File: src/rtl/opsh_pkg.sv
package opsh_pkg;

  typedef enum logic [1:0] {
    SH_LSL = 2'd0,
    SH_LSR = 2'd1,
    SH_ASR = 2'd2,
    SH_ROR = 2'd3
  } shift_kind_e;

  // instruction field positions decoded by this block
  localparam int KIND_LSB   = 5;
  localparam int KIND_W     = 2;
  localparam int AMTSRC_BIT = 4;
  localparam int SHAMT_LSB  = 7;

endpackage

File: src/rtl/opsh_imm_rot.sv
module opsh_imm_rot #(
  parameter int DATA_W = 32,
  parameter int IMM_W  = 8,
  parameter int ROT_W  = 4
) (
  input  logic [IMM_W-1:0]  imm,
  input  logic [ROT_W-1:0]  rot,
  input  logic              cin,
  output logic [DATA_W-1:0] res,
  output logic              cout
);
  localparam int RSH_W = ROT_W + 1;

  logic [RSH_W-1:0]    rsh;
  logic [DATA_W-1:0]   ext;
  logic [2*DATA_W-1:0] dbl;

  always_comb begin
    rsh  = {rot, 1'b0};
    ext  = {{(DATA_W-IMM_W){1'b0}}, imm};
    dbl  = {ext, ext} >> rsh;
    res  = dbl[DATA_W-1:0];
    cout = (rot != '0) ? res[DATA_W-1] : cin;
  end
endmodule

File: src/rtl/opsh_amt_dec.sv
module opsh_amt_dec
  import opsh_pkg::*;
#(
  parameter int DATA_W = 32,
  parameter int INSN_W = 32,
  parameter int AMT_W  = 8
) (
  input  logic [INSN_W-1:0] insn,
  input  logic [DATA_W-1:0] rs_val,
  output shift_kind_e       kind,
  output logic [AMT_W-1:0]  amt,
  output logic              rrx
);
  localparam int SHAMT_W = $clog2(DATA_W);

  logic [SHAMT_W-1:0] imm_amt;
  logic               from_reg;

  always_comb begin
    kind     = shift_kind_e'(insn[KIND_LSB +: KIND_W]);
    from_reg = insn[AMTSRC_BIT];
    imm_amt  = insn[SHAMT_LSB +: SHAMT_W];
    rrx      = 1'b0;
    amt      = '0;
    if (from_reg) begin
      amt = rs_val[AMT_W-1:0];
    end else if (imm_amt == '0) begin
      // zero in the instruction field is reused as a special encoding
      unique case (kind)
        SH_LSR, SH_ASR: amt = AMT_W'(DATA_W);
        SH_ROR:         rrx = 1'b1;
        default:        amt = '0;
      endcase
    end else begin
      amt = {{(AMT_W-SHAMT_W){1'b0}}, imm_amt};
    end
  end
endmodule

File: src/rtl/opsh_barrel.sv
module opsh_barrel
  import opsh_pkg::*;
#(
  parameter int DATA_W = 32,
  parameter int AMT_W  = 8
) (
  input  logic [DATA_W-1:0] op,
  input  shift_kind_e       kind,
  input  logic [AMT_W-1:0]  amt,
  input  logic              rrx,
  input  logic              cin,
  output logic [DATA_W-1:0] res,
  output logic              cout
);
  localparam int SHAMT_W = $clog2(DATA_W);

  logic [DATA_W:0]        lsl_w;
  logic [DATA_W:0]        lsr_w;
  logic signed [DATA_W:0] asr_w;
  logic [SHAMT_W-1:0]     rot_k;
  logic [2*DATA_W-1:0]    rot_d;

  always_comb begin
    // one spare bit beside the word catches the last bit shifted out
    lsl_w = {1'b0, op} << amt;
    lsr_w = {op, 1'b0} >> amt;
    asr_w = $signed({op, 1'b0}) >>> amt;
    rot_k = amt[SHAMT_W-1:0];
    rot_d = {op, op} >> rot_k;
  end

  always_comb begin
    res  = op;
    cout = cin;
    if (rrx) begin
      res  = {cin, op[DATA_W-1:1]};
      cout = op[0];
    end else if (amt != '0) begin
      unique case (kind)
        SH_LSL: begin
          res  = lsl_w[DATA_W-1:0];
          cout = lsl_w[DATA_W];
        end
        SH_LSR: begin
          res  = lsr_w[DATA_W:1];
          cout = lsr_w[0];
        end
        SH_ASR: begin
          res  = asr_w[DATA_W:1];
          cout = asr_w[0];
        end
        default: begin
          res  = rot_d[DATA_W-1:0];
          cout = rot_d[DATA_W-1];
        end
      endcase
    end
  end
endmodule

File: src/rtl/operand_shifter.sv
module operand_shifter
  import opsh_pkg::*;
#(
  parameter int DATA_W = 32,
  parameter int INSN_W = 32,
  parameter int AMT_W  = 8,
  parameter int IMM_W  = 8,
  parameter int ROT_W  = 4
) (
  input  logic              clk,
  input  logic              rst,
  input  logic [31:0]       insn,
  input  logic [31:0]       rm_val,
  input  logic [31:0]       rs_val,
  input  logic              imm_sel,
  input  logic              carry_in,
  output logic [31:0]       operand_out,
  output logic              carry_out
);
  logic [DATA_W-1:0] imm_res;
  logic              imm_c;
  logic [DATA_W-1:0] sh_res;
  logic              sh_c;
  shift_kind_e       kind;
  logic [AMT_W-1:0]  amt;
  logic              rrx;

  opsh_imm_rot #(.DATA_W(DATA_W), .IMM_W(IMM_W), .ROT_W(ROT_W)) u_imm (
    .imm  (insn[IMM_W-1:0]),
    .rot  (insn[IMM_W +: ROT_W]),
    .cin  (carry_in),
    .res  (imm_res),
    .cout (imm_c)
  );

  opsh_amt_dec #(.DATA_W(DATA_W), .INSN_W(INSN_W), .AMT_W(AMT_W)) u_dec (
    .insn   (insn),
    .rs_val (rs_val),
    .kind   (kind),
    .amt    (amt),
    .rrx    (rrx)
  );

  opsh_barrel #(.DATA_W(DATA_W), .AMT_W(AMT_W)) u_bar (
    .op   (rm_val),
    .kind (kind),
    .amt  (amt),
    .rrx  (rrx),
    .cin  (carry_in),
    .res  (sh_res),
    .cout (sh_c)
  );

  always_ff @(posedge clk) begin
    if (rst) begin
      operand_out <= '0;
      carry_out   <= 1'b0;
    end else if (imm_sel) begin
      operand_out <= imm_res;
      carry_out   <= imm_c;
    end else begin
      operand_out <= sh_res;
      carry_out   <= sh_c;
    end
  end
endmodule

File: config.mk
export PLATFORM = sky130hd
export DESIGN_NAME = operand_shifter
export DESIGN_NICKNAME = d
export VERILOG_FILES = /design/src/rtl/opsh_pkg.sv /design/src/rtl/opsh_imm_rot.sv /design/src/rtl/opsh_amt_dec.sv /design/src/rtl/opsh_barrel.sv /design/src/rtl/operand_shifter.sv
export SDC_FILE = /design/constraint.sdc
export NUM_CORES = 1
export LEC_CHECK = 0
export ABC_CLOCK_PERIOD_IN_PS = 4100
export BUFFER_PORTS_ARGS = -buffer_cell sky130_fd_sc_hd__clkbuf_2
export CELL_PAD_IN_SITES_DETAIL_PLACEMENT = 0
export CELL_PAD_IN_SITES_GLOBAL_PLACEMENT = 1
export CORE_ASPECT_RATIO = 2
export CORE_MARGIN = 5
export CORE_UTILIZATION = 43
export CTS_CLUSTER_SIZE = 30
export DETAILED_ROUTE_END_ITERATION = 10
export PLACE_DENSITY_LB_ADDON = 0.1
export REMOVE_ABC_BUFFERS = 1
export SLEW_MARGIN = 20
export SYNTH_ARGS = -nofsm -noshare
export SYNTH_HDL_FRONTEND = slang
export SYNTH_SLANG_ARGS = --single-unit
File: constraint.sdc
create_clock -name clk -period 4.1 [get_ports clk]
set_clock_uncertainty 0.2 [all_clocks]
set_input_delay 0.82 -clock clk [delete_from_list [all_inputs] [get_ports clk]]
set_output_delay 0.82 -clock clk [all_outputs]
set_load 0.01 [all_outputs]
==> results of run 1 <==
==> final cells by class <==
cell class | instances | area (um^2) | area share, %
well taps | 255 | 319 | 3.24
diodes | 2 | 5.00 | 0.0508
multi-input cells | 981 | 7000 | 71.1
clock inverters | 1 | 30.0 | 0.305
inverters | 11 | 41.3 | 0.419
clock buffers | 7 | 143 | 1.45
flip-flops and latches | 33 | 661 | 6.71
repair buffers | 239 | 1650 | 16.7
==> tightest hold or removal path, delay by kind of cell <==
family | cells | cell delay [ps]
buffers and inverters | 1 | 120
AO/OA/AOI/OAI | 2 | 300
==> registers in the layout (all words and copies together) (netlist names) <==
name         count
carry_out        1
operand_out     32
==> kinds of logic after synthesis <==
logic type / synth area share [%]
DFF: 7.99
adders and majority gates: 0.757
buffers and inverters: 8.08
and+or+nand+nor: 19.3
AOI/OAI and AO/OA: 36.1
muxes: 27.8
==> where the power goes <==
| part | internal (uW) | switching (uW) |
|---|---|---|
| Combinational | 585 | 1060 |
| Clock | 304 | 161 |
| Sequential | 347 | 7.15 |
==> synthesized netlist by cell type, types with 11 or more instances <==
cell type                  count
sky130_fd_sc_hd__nand3_1      35
sky130_fd_sc_hd__inv_1        11
sky130_fd_sc_hd__a31oi_1      17
sky130_fd_sc_hd__dfxtp_1      33
sky130_fd_sc_hd__o31ai_1      14
sky130_fd_sc_hd__mux2i_1     125
sky130_fd_sc_hd__nand2_1     125
sky130_fd_sc_hd__o211ai_1     15
sky130_fd_sc_hd__o221ai_1     22
sky130_fd_sc_hd__clkbuf_1     71
sky130_fd_sc_hd__mux4_2       30
sky130_fd_sc_hd__o21ai_0      70
sky130_fd_sc_hd__a221oi_1     15
sky130_fd_sc_hd__nor2_1      109
sky130_fd_sc_hd__buf_2        29
sky130_fd_sc_hd__a211oi_1     15
sky130_fd_sc_hd__a21oi_1      90
sky130_fd_sc_hd__mux2_2       16
sky130_fd_sc_hd__o22ai_1      61
sky130_fd_sc_hd__nor3_1       26
sky130_fd_sc_hd__buf_1        13
==> metrics by stage <==
stage	cells	power, uW
5_1_grt	1528	2530
4_1_cts	1527	2380
2_1_floorplan	1025	1190
3_5_place_dp	1519	1910
3_3_place_gp	1519	1910
6_report	1529	2470
==> worst paths after layout <==
path / slack (ps) / start / to / cells past startpoint
setup / recovery: 220 / insn[4] / operand_out[22] / 12
hold / removal: 790 / carry_in / carry_out / 3
==> per-layer routing <==
metal | global-route usage, % | wire length (um) | part of all wire (%) | vias to the layer above
met5 | 0 | 0 | 0 | -
met4 | 47.3 | 6820 | 13 | 0
met3 | 12.6 | 6190 | 11 | 366
met2 | 73.5 | 23600 | 44 | 1023
met1 | 51.7 | 17600 | 32 | 5282
li1 | - | - | - | 4755
==> flow_summary.toml, run 1 <==
[routing]
1st_iter_drt_viols = 1549
via_per_inst = 7.47
detail_route.wirelength_um = 54200
route.antenna.remaining_nets = 0
drcViolationCount = 0
drt_first_pass_iters = 6
via_count = 11400
wire_length_per_cell_after_detailed_routing_um = 35.5

[setup_path]
cp_data_arrival_time_ps = 3870
end_kind = "flop"
critical_path.max_fanout = 12
critPathMostFrequentCell = "sky130_fd_sc_hd__buf_4"
timing.critical_path.slowest_cell_delay_ps = 440
startpoint_type = "input pin"
worst-endpoint-required_ps = 4090
cp_slowest_cell = "sky130_fd_sc_hd__or3_1"
worst-path-buf-inv = 4
cpLargestDelayFamily = "compound AO/OA/AOI/OAI gates"
crit_path_cell_chain = "clkbuf_2, buf_4, buf_4, or3_1, o31a_1, nand2_1, nor3_4, a221oi_2, nand3b_1, a221oi_1, a2111oi_4, buf_4"
timing.setup.critical_path_class = "in2reg"

[floorplanning]
initial_core_util_pct = 43.7
die_width_um = 108
coreArea_um2 = 18900
dieArea_um2 = 22300
boundaryPins = 133
num_rows = 71
die_h_um = 206

[power]
vdd_drop_max_mv = 0.302
power-per-cell-area_nw_per_um2 = 251
power_leakage_uw = 0.00401

[final_layout]
layout_commonest_cell = "sky130_fd_sc_hd__buf_4"
mostFrequentLayoutCells = "sky130_fd_sc_hd__buf_4 (145), sky130_fd_sc_hd__nand2_1 (125), sky130_fd_sc_hd__mux2i_1 (124), sky130_fd_sc_hd__nor2_1 (109), sky130_fd_sc_hd__a21oi_1 (90)"
flow.area_growth_from_synthesis_pct = 19.1
drive_gt1_share_pct = 25.4
final_core_util_pct = 52.0
finish.instance_area_um2 = 9850
final_net_count = 1376
fillers = 1966

[logic_synthesis]
number_of_flops_mapped_to_enable_cells_by_yosys = 0
synth_ff_type = "sky130_fd_sc_hd__dfxtp_1"
postSynth.asyncResetShare_pct = 0
synth_seq_area_share_pct = 7.99
syn_inst = 1155
synth_top_area_share_pct = 15.1
synth_top_area_cell = "sky130_fd_sc_hd__mux2i_1"
post_synth_num_cell_types = 87
synth_seq_cells = 33
mean_syn_cell_area_um2 = 7.16
syn-cell-area_um2 = 8270
ys_warn_count = 0
post_synth_main_area_contributors = "sky130_fd_sc_hd__mux2i_1 (15%), sky130_fd_sc_hd__mux4_2 (8.2%), sky130_fd_sc_hd__dfxtp_1 (8.0%)"

[clocking]
cts_max_level = 2
clk_pin_slew_ps = 60
cts_repair_resize_count = 0
cts_hold_buf = 0
clock_tree_from_tritoncts = "built"
cts_root_buffer = "sky130_fd_sc_hd__clkbuf_16"
post_cts.repair.setup_buffers = 0
number_of_cts_inserted_buffers = 5
max-clock-path-buffers = 2
cts.sink_count = 33

[sta]
transition_time_at_the_pin_with_the_least_slew_margin_ps = 1040
fmaxAchievable_ghz = 0.257
final.hold.worst_slack_ps = 790
fin_tns_setup_ps = 0
slew_viol_final = 0
rsz0062_at_grt = "no"
finalWorstSetupSlack_ps = 215
setup_violations = 0
layout_worst_path_cycle_share_pct = 94.7
timing_hold_violations_final = 0
relSlewSlack_pct = 30.4
period_minus_slack_ps = 3880

[grt]
gr-total-overflow = 0
initial_antenna_violation_count = 2
first_pass_grt_wire_length_um = 76200
number_of_global_route_vias_before_repair = 11100
largest_net_degree_at_the_start_of_global_routing = 39
globalRouteTotalUtil_pct = 47.9

[placement]
place.detailed.hpwl_um = 41200
place_worst_setup_slack_ps = -235
place_area_um2 = 9650
finalWeightedCongestion = 1.13
portBuffers = 88

[outcome]
status = "finished clean"

[job]
max_capacitance_violation_total = 0

[worst_hold_path]
worst_min_delay_path_class = "in2reg"
(Power assumes the default switching activity.)
==> run 2, diff against run 1 <==
CORE_UTILIZATION = 44   (was 43)
SYNTH_HIERARCHICAL = 1   (was unset)
==> flow_summary.toml, run 2 <==
[power]
netSwitchingFraction_pct = 47.3
power_frac_clock_pct = 15.4
share_seq_of_total_power_pct = 14.0
p_int_uw = 1330
vdd_drop_max_mv = 0.353
power-per-cell-area_nw_per_um2 = 242
logic_gate_share_of_total_power_pct = 70.6
power_leakage_uw = 0.00432
total_switching_power_uw = 1190

[floorplanning]
die_h_um = 204
dieArea_um2 = 21900
coreArea_um2 = 18700
num_rows = 71
initial_core_util_pct = 44.3
boundaryPins = 133
die_width_um = 107

[sta]
timing_hold_violations_final = 0
finalWorstSetupSlack_ps = 128
fmaxAchievable_ghz = 0.252
slew_viol_final = 0
layout_worst_path_cycle_share_pct = 96.9
setup_violations = 0
period_minus_slack_ps = 3970
rsz0062_at_grt = "no"
relSlewSlack_pct = 26.7
transition_time_at_the_pin_with_the_least_slew_margin_ps = 1100

[clocking]
max-clock-path-buffers = 2
clk_pin_slew_ps = 60
cts.sink_count = 33
cts_root_buffer = "sky130_fd_sc_hd__clkbuf_16"
clock_tree_from_tritoncts = "built"
cts_max_level = 2
number_of_cts_inserted_buffers = 5

[routing]
wire_length_per_cell_after_detailed_routing_um = 34.3
route.antenna.remaining_nets = 0
1st_iter_drt_viols = 1372
drt_first_pass_iters = 5
via_count = 10600
via_per_inst = 7.11
drcViolationCount = 0
detail_route.wirelength_um = 51000

[grt]
largest_net_degree_at_the_start_of_global_routing = 37
globalRouteTotalUtil_pct = 45.5
first_pass_grt_wire_length_um = 71800
initial_antenna_violation_count = 2
gr-total-overflow = 0
number_of_global_route_vias_before_repair = 10300

[final_layout]
layout_commonest_cell = "sky130_fd_sc_hd__buf_4"
largest_reg_flops = 32
num_antenna_cells = 0
flow.area_growth_from_synthesis_pct = 25.3
mostFrequentLayoutCells = "sky130_fd_sc_hd__buf_4 (198), sky130_fd_sc_hd__nor2_1 (139), sky130_fd_sc_hd__mux2i_1 (99), sky130_fd_sc_hd__clkbuf_2 (88), sky130_fd_sc_hd__nand2_1 (67)"
drive_gt1_share_pct = 36.1
regMostFlops = "operand_out"
fillers = 1837
largestRegisters = "operand_out x32, carry_out x1"
final_net_count = 1333
final-instance-count-excl-fill = 1487

[logic_synthesis]
most_numerous_cell_in_the_yosys_netlist = "sky130_fd_sc_hd__nor2_1"
synth_top_area_share_pct = 13.3
syn-cell-area_um2 = 8310
syn_inst = 1040
post_synth_num_cell_types = 91
synth_ff_type = "sky130_fd_sc_hd__dfxtp_1"
ys_warn_count = 6
synth_seq_cells = 33
synth_seq_area_share_pct = 7.95
postSynth.asyncResetShare_pct = 0
number_of_flops_mapped_to_enable_cells_by_yosys = 0
synthTopCellsByCount = "sky130_fd_sc_hd__nor2_1 (139), sky130_fd_sc_hd__mux2i_1 (99), sky130_fd_sc_hd__nand2_1 (67)"
post_synth_main_area_contributors = "sky130_fd_sc_hd__mux4_2 (13%), sky130_fd_sc_hd__mux2i_1 (12%), sky130_fd_sc_hd__dfxtp_1 (8.0%)"
mean_syn_cell_area_um2 = 7.99
synth_top_area_cell = "sky130_fd_sc_hd__mux4_2"

[worst_hold_path]
worst_min_delay_path_class = "in2reg"
hold_path_startpoint = "insn[0]"
worst_hold_path.num_cells = 5
whs_endpoint = "operand_out[18]"

[placement]
finalWeightedCongestion = 1.07
portBuffers = 88
place_worst_setup_slack_ps = -58.8
dp.cells = 1480
place.detailed.hpwl_um = 39200

[setup_path]
worst-endpoint-required_ps = 4110
cp_data_arrival_time_ps = 3990
critical_path.max_fanout = 9
end_kind = "flop"
timing.setup.critical_path_class = "in2reg"
startpoint_type = "input pin"

[outcome]
status = "finished clean"

[job]
max_capacitance_violation_total = 0
-- run 2: cell types whose count changed after synthesis, moves of 8 or more --
cell and delta:
sky130_fd_sc_hd__a21oi_1 -36, sky130_fd_sc_hd__a221oi_1 -11, sky130_fd_sc_hd__clkbuf_1 -15, sky130_fd_sc_hd__mux2_2 +34, sky130_fd_sc_hd__mux2i_1 -26, sky130_fd_sc_hd__mux4_1 +9, sky130_fd_sc_hd__mux4_2 +19, sky130_fd_sc_hd__nand2_1 -58
sky130_fd_sc_hd__nor2_1 +30, sky130_fd_sc_hd__nor2b_1 +8, sky130_fd_sc_hd__o21ai_0 -22, sky130_fd_sc_hd__o221ai_1 -16, sky130_fd_sc_hd__o22ai_1 -38, sky130_fd_sc_hd__o2bb2ai_1 +16
-- run 2: metal layers --
layer  vias up  routed length (um)  GRT usage [%]
met5         -                  27              0
met4         4                6300           42.2
met3       319                4860           9.64
met2       835               24000           76.1
met1      4995               15800           46.1
li1       4425                   -              -
-- run 2: per-stage QoR --
stage          setup TNS [ps]  util (%)  power (uW)  hold slack [ps]  instance area (um^2)
3_5_place_dp             -131      54.7        2050             1010                 10300
5_1_grt                     0      55.5        2580              936                 10400
3_3_place_gp            -86.5      54.7        2040             1010                 10300
2_1_floorplan          -11920         -        1210              692                  7640
4_1_cts                     0      55.5        2440              843                 10400
6_report                    0      55.5        2520              847                 10400
-- run 2: worst max-delay path by stage --
stage / from / end / slack [ps] / depth (start not counted)
2_1_floorplan: insn[4] / carry_out / -630 / 9
3_3_place_gp: insn[4] / operand_out[27] / -70 / 13
3_5_place_dp: insn[4] / operand_out[2] / -60 / 12
4_1_cts: insn[4] / operand_out[2] / 210 / 12
5_1_grt: insn[6] / operand_out[22] / 40 / 14
6_report: insn[6] / operand_out[28] / 130 / 15
-- run 2: worst max-delay path: stages --
cell and delay [ps]:
sky130_fd_sc_hd__clkbuf_2 120, sky130_fd_sc_hd__ha_1 290, sky130_fd_sc_hd__a32o_2 270, sky130_fd_sc_hd__buf_4 140, sky130_fd_sc_hd__nor3_1 180, sky130_fd_sc_hd__buf_4 210, sky130_fd_sc_hd__buf_4 150, sky130_fd_sc_hd__nand2_1 260
sky130_fd_sc_hd__buf_4 270, sky130_fd_sc_hd__or3_1 350, sky130_fd_sc_hd__nand3_1 350, sky130_fd_sc_hd__nor3_1 100, sky130_fd_sc_hd__a21oi_1 240, sky130_fd_sc_hd__mux2i_1 110, sky130_fd_sc_hd__nor2_1 140
-- run 2: final cells by class --
class | count | area, um^2 | area share [%]
Clock buffer | 6 | 139 | 1.33
Tap cell | 255 | 319 | 3.07
Timing Repair Buffer | 304 | 2290 | 22.0
Clock inverter | 1 | 7.51 | 0.0721
Inverter | 11 | 41.3 | 0.397
Multi-Input combinational cell | 877 | 6950 | 66.8
Sequential cell | 33 | 661 | 6.35
-- run 2: what timing repair did --
action,CTS,global route
setup buffers,0,0
hold buffers,0,0
setup endpoints to repair,0,2
gates resized for setup,0,2
-- run 2: cells by family after synthesis --
family | Yosys count | synth area share [%]
compound gates | 311 | 26.2
simple gates | 345 | 19.9
fa+ha+maj | 1 | 0.151
buf+inv | 130 | 8.51
mux | 219 | 37.2
flops | 33 | 7.95
xor+xnor | 1 | 0.105
-- run 2: power by group through the flow --
stage	clock (uW)	combinational [uW]	sequential, uW
final	387	1780	353
after global routing	396	1830	355
after CTS	388	1700	354
after detailed placement	0	1690	360
after global placement	0	1680	360
after floorplan	0	832	374
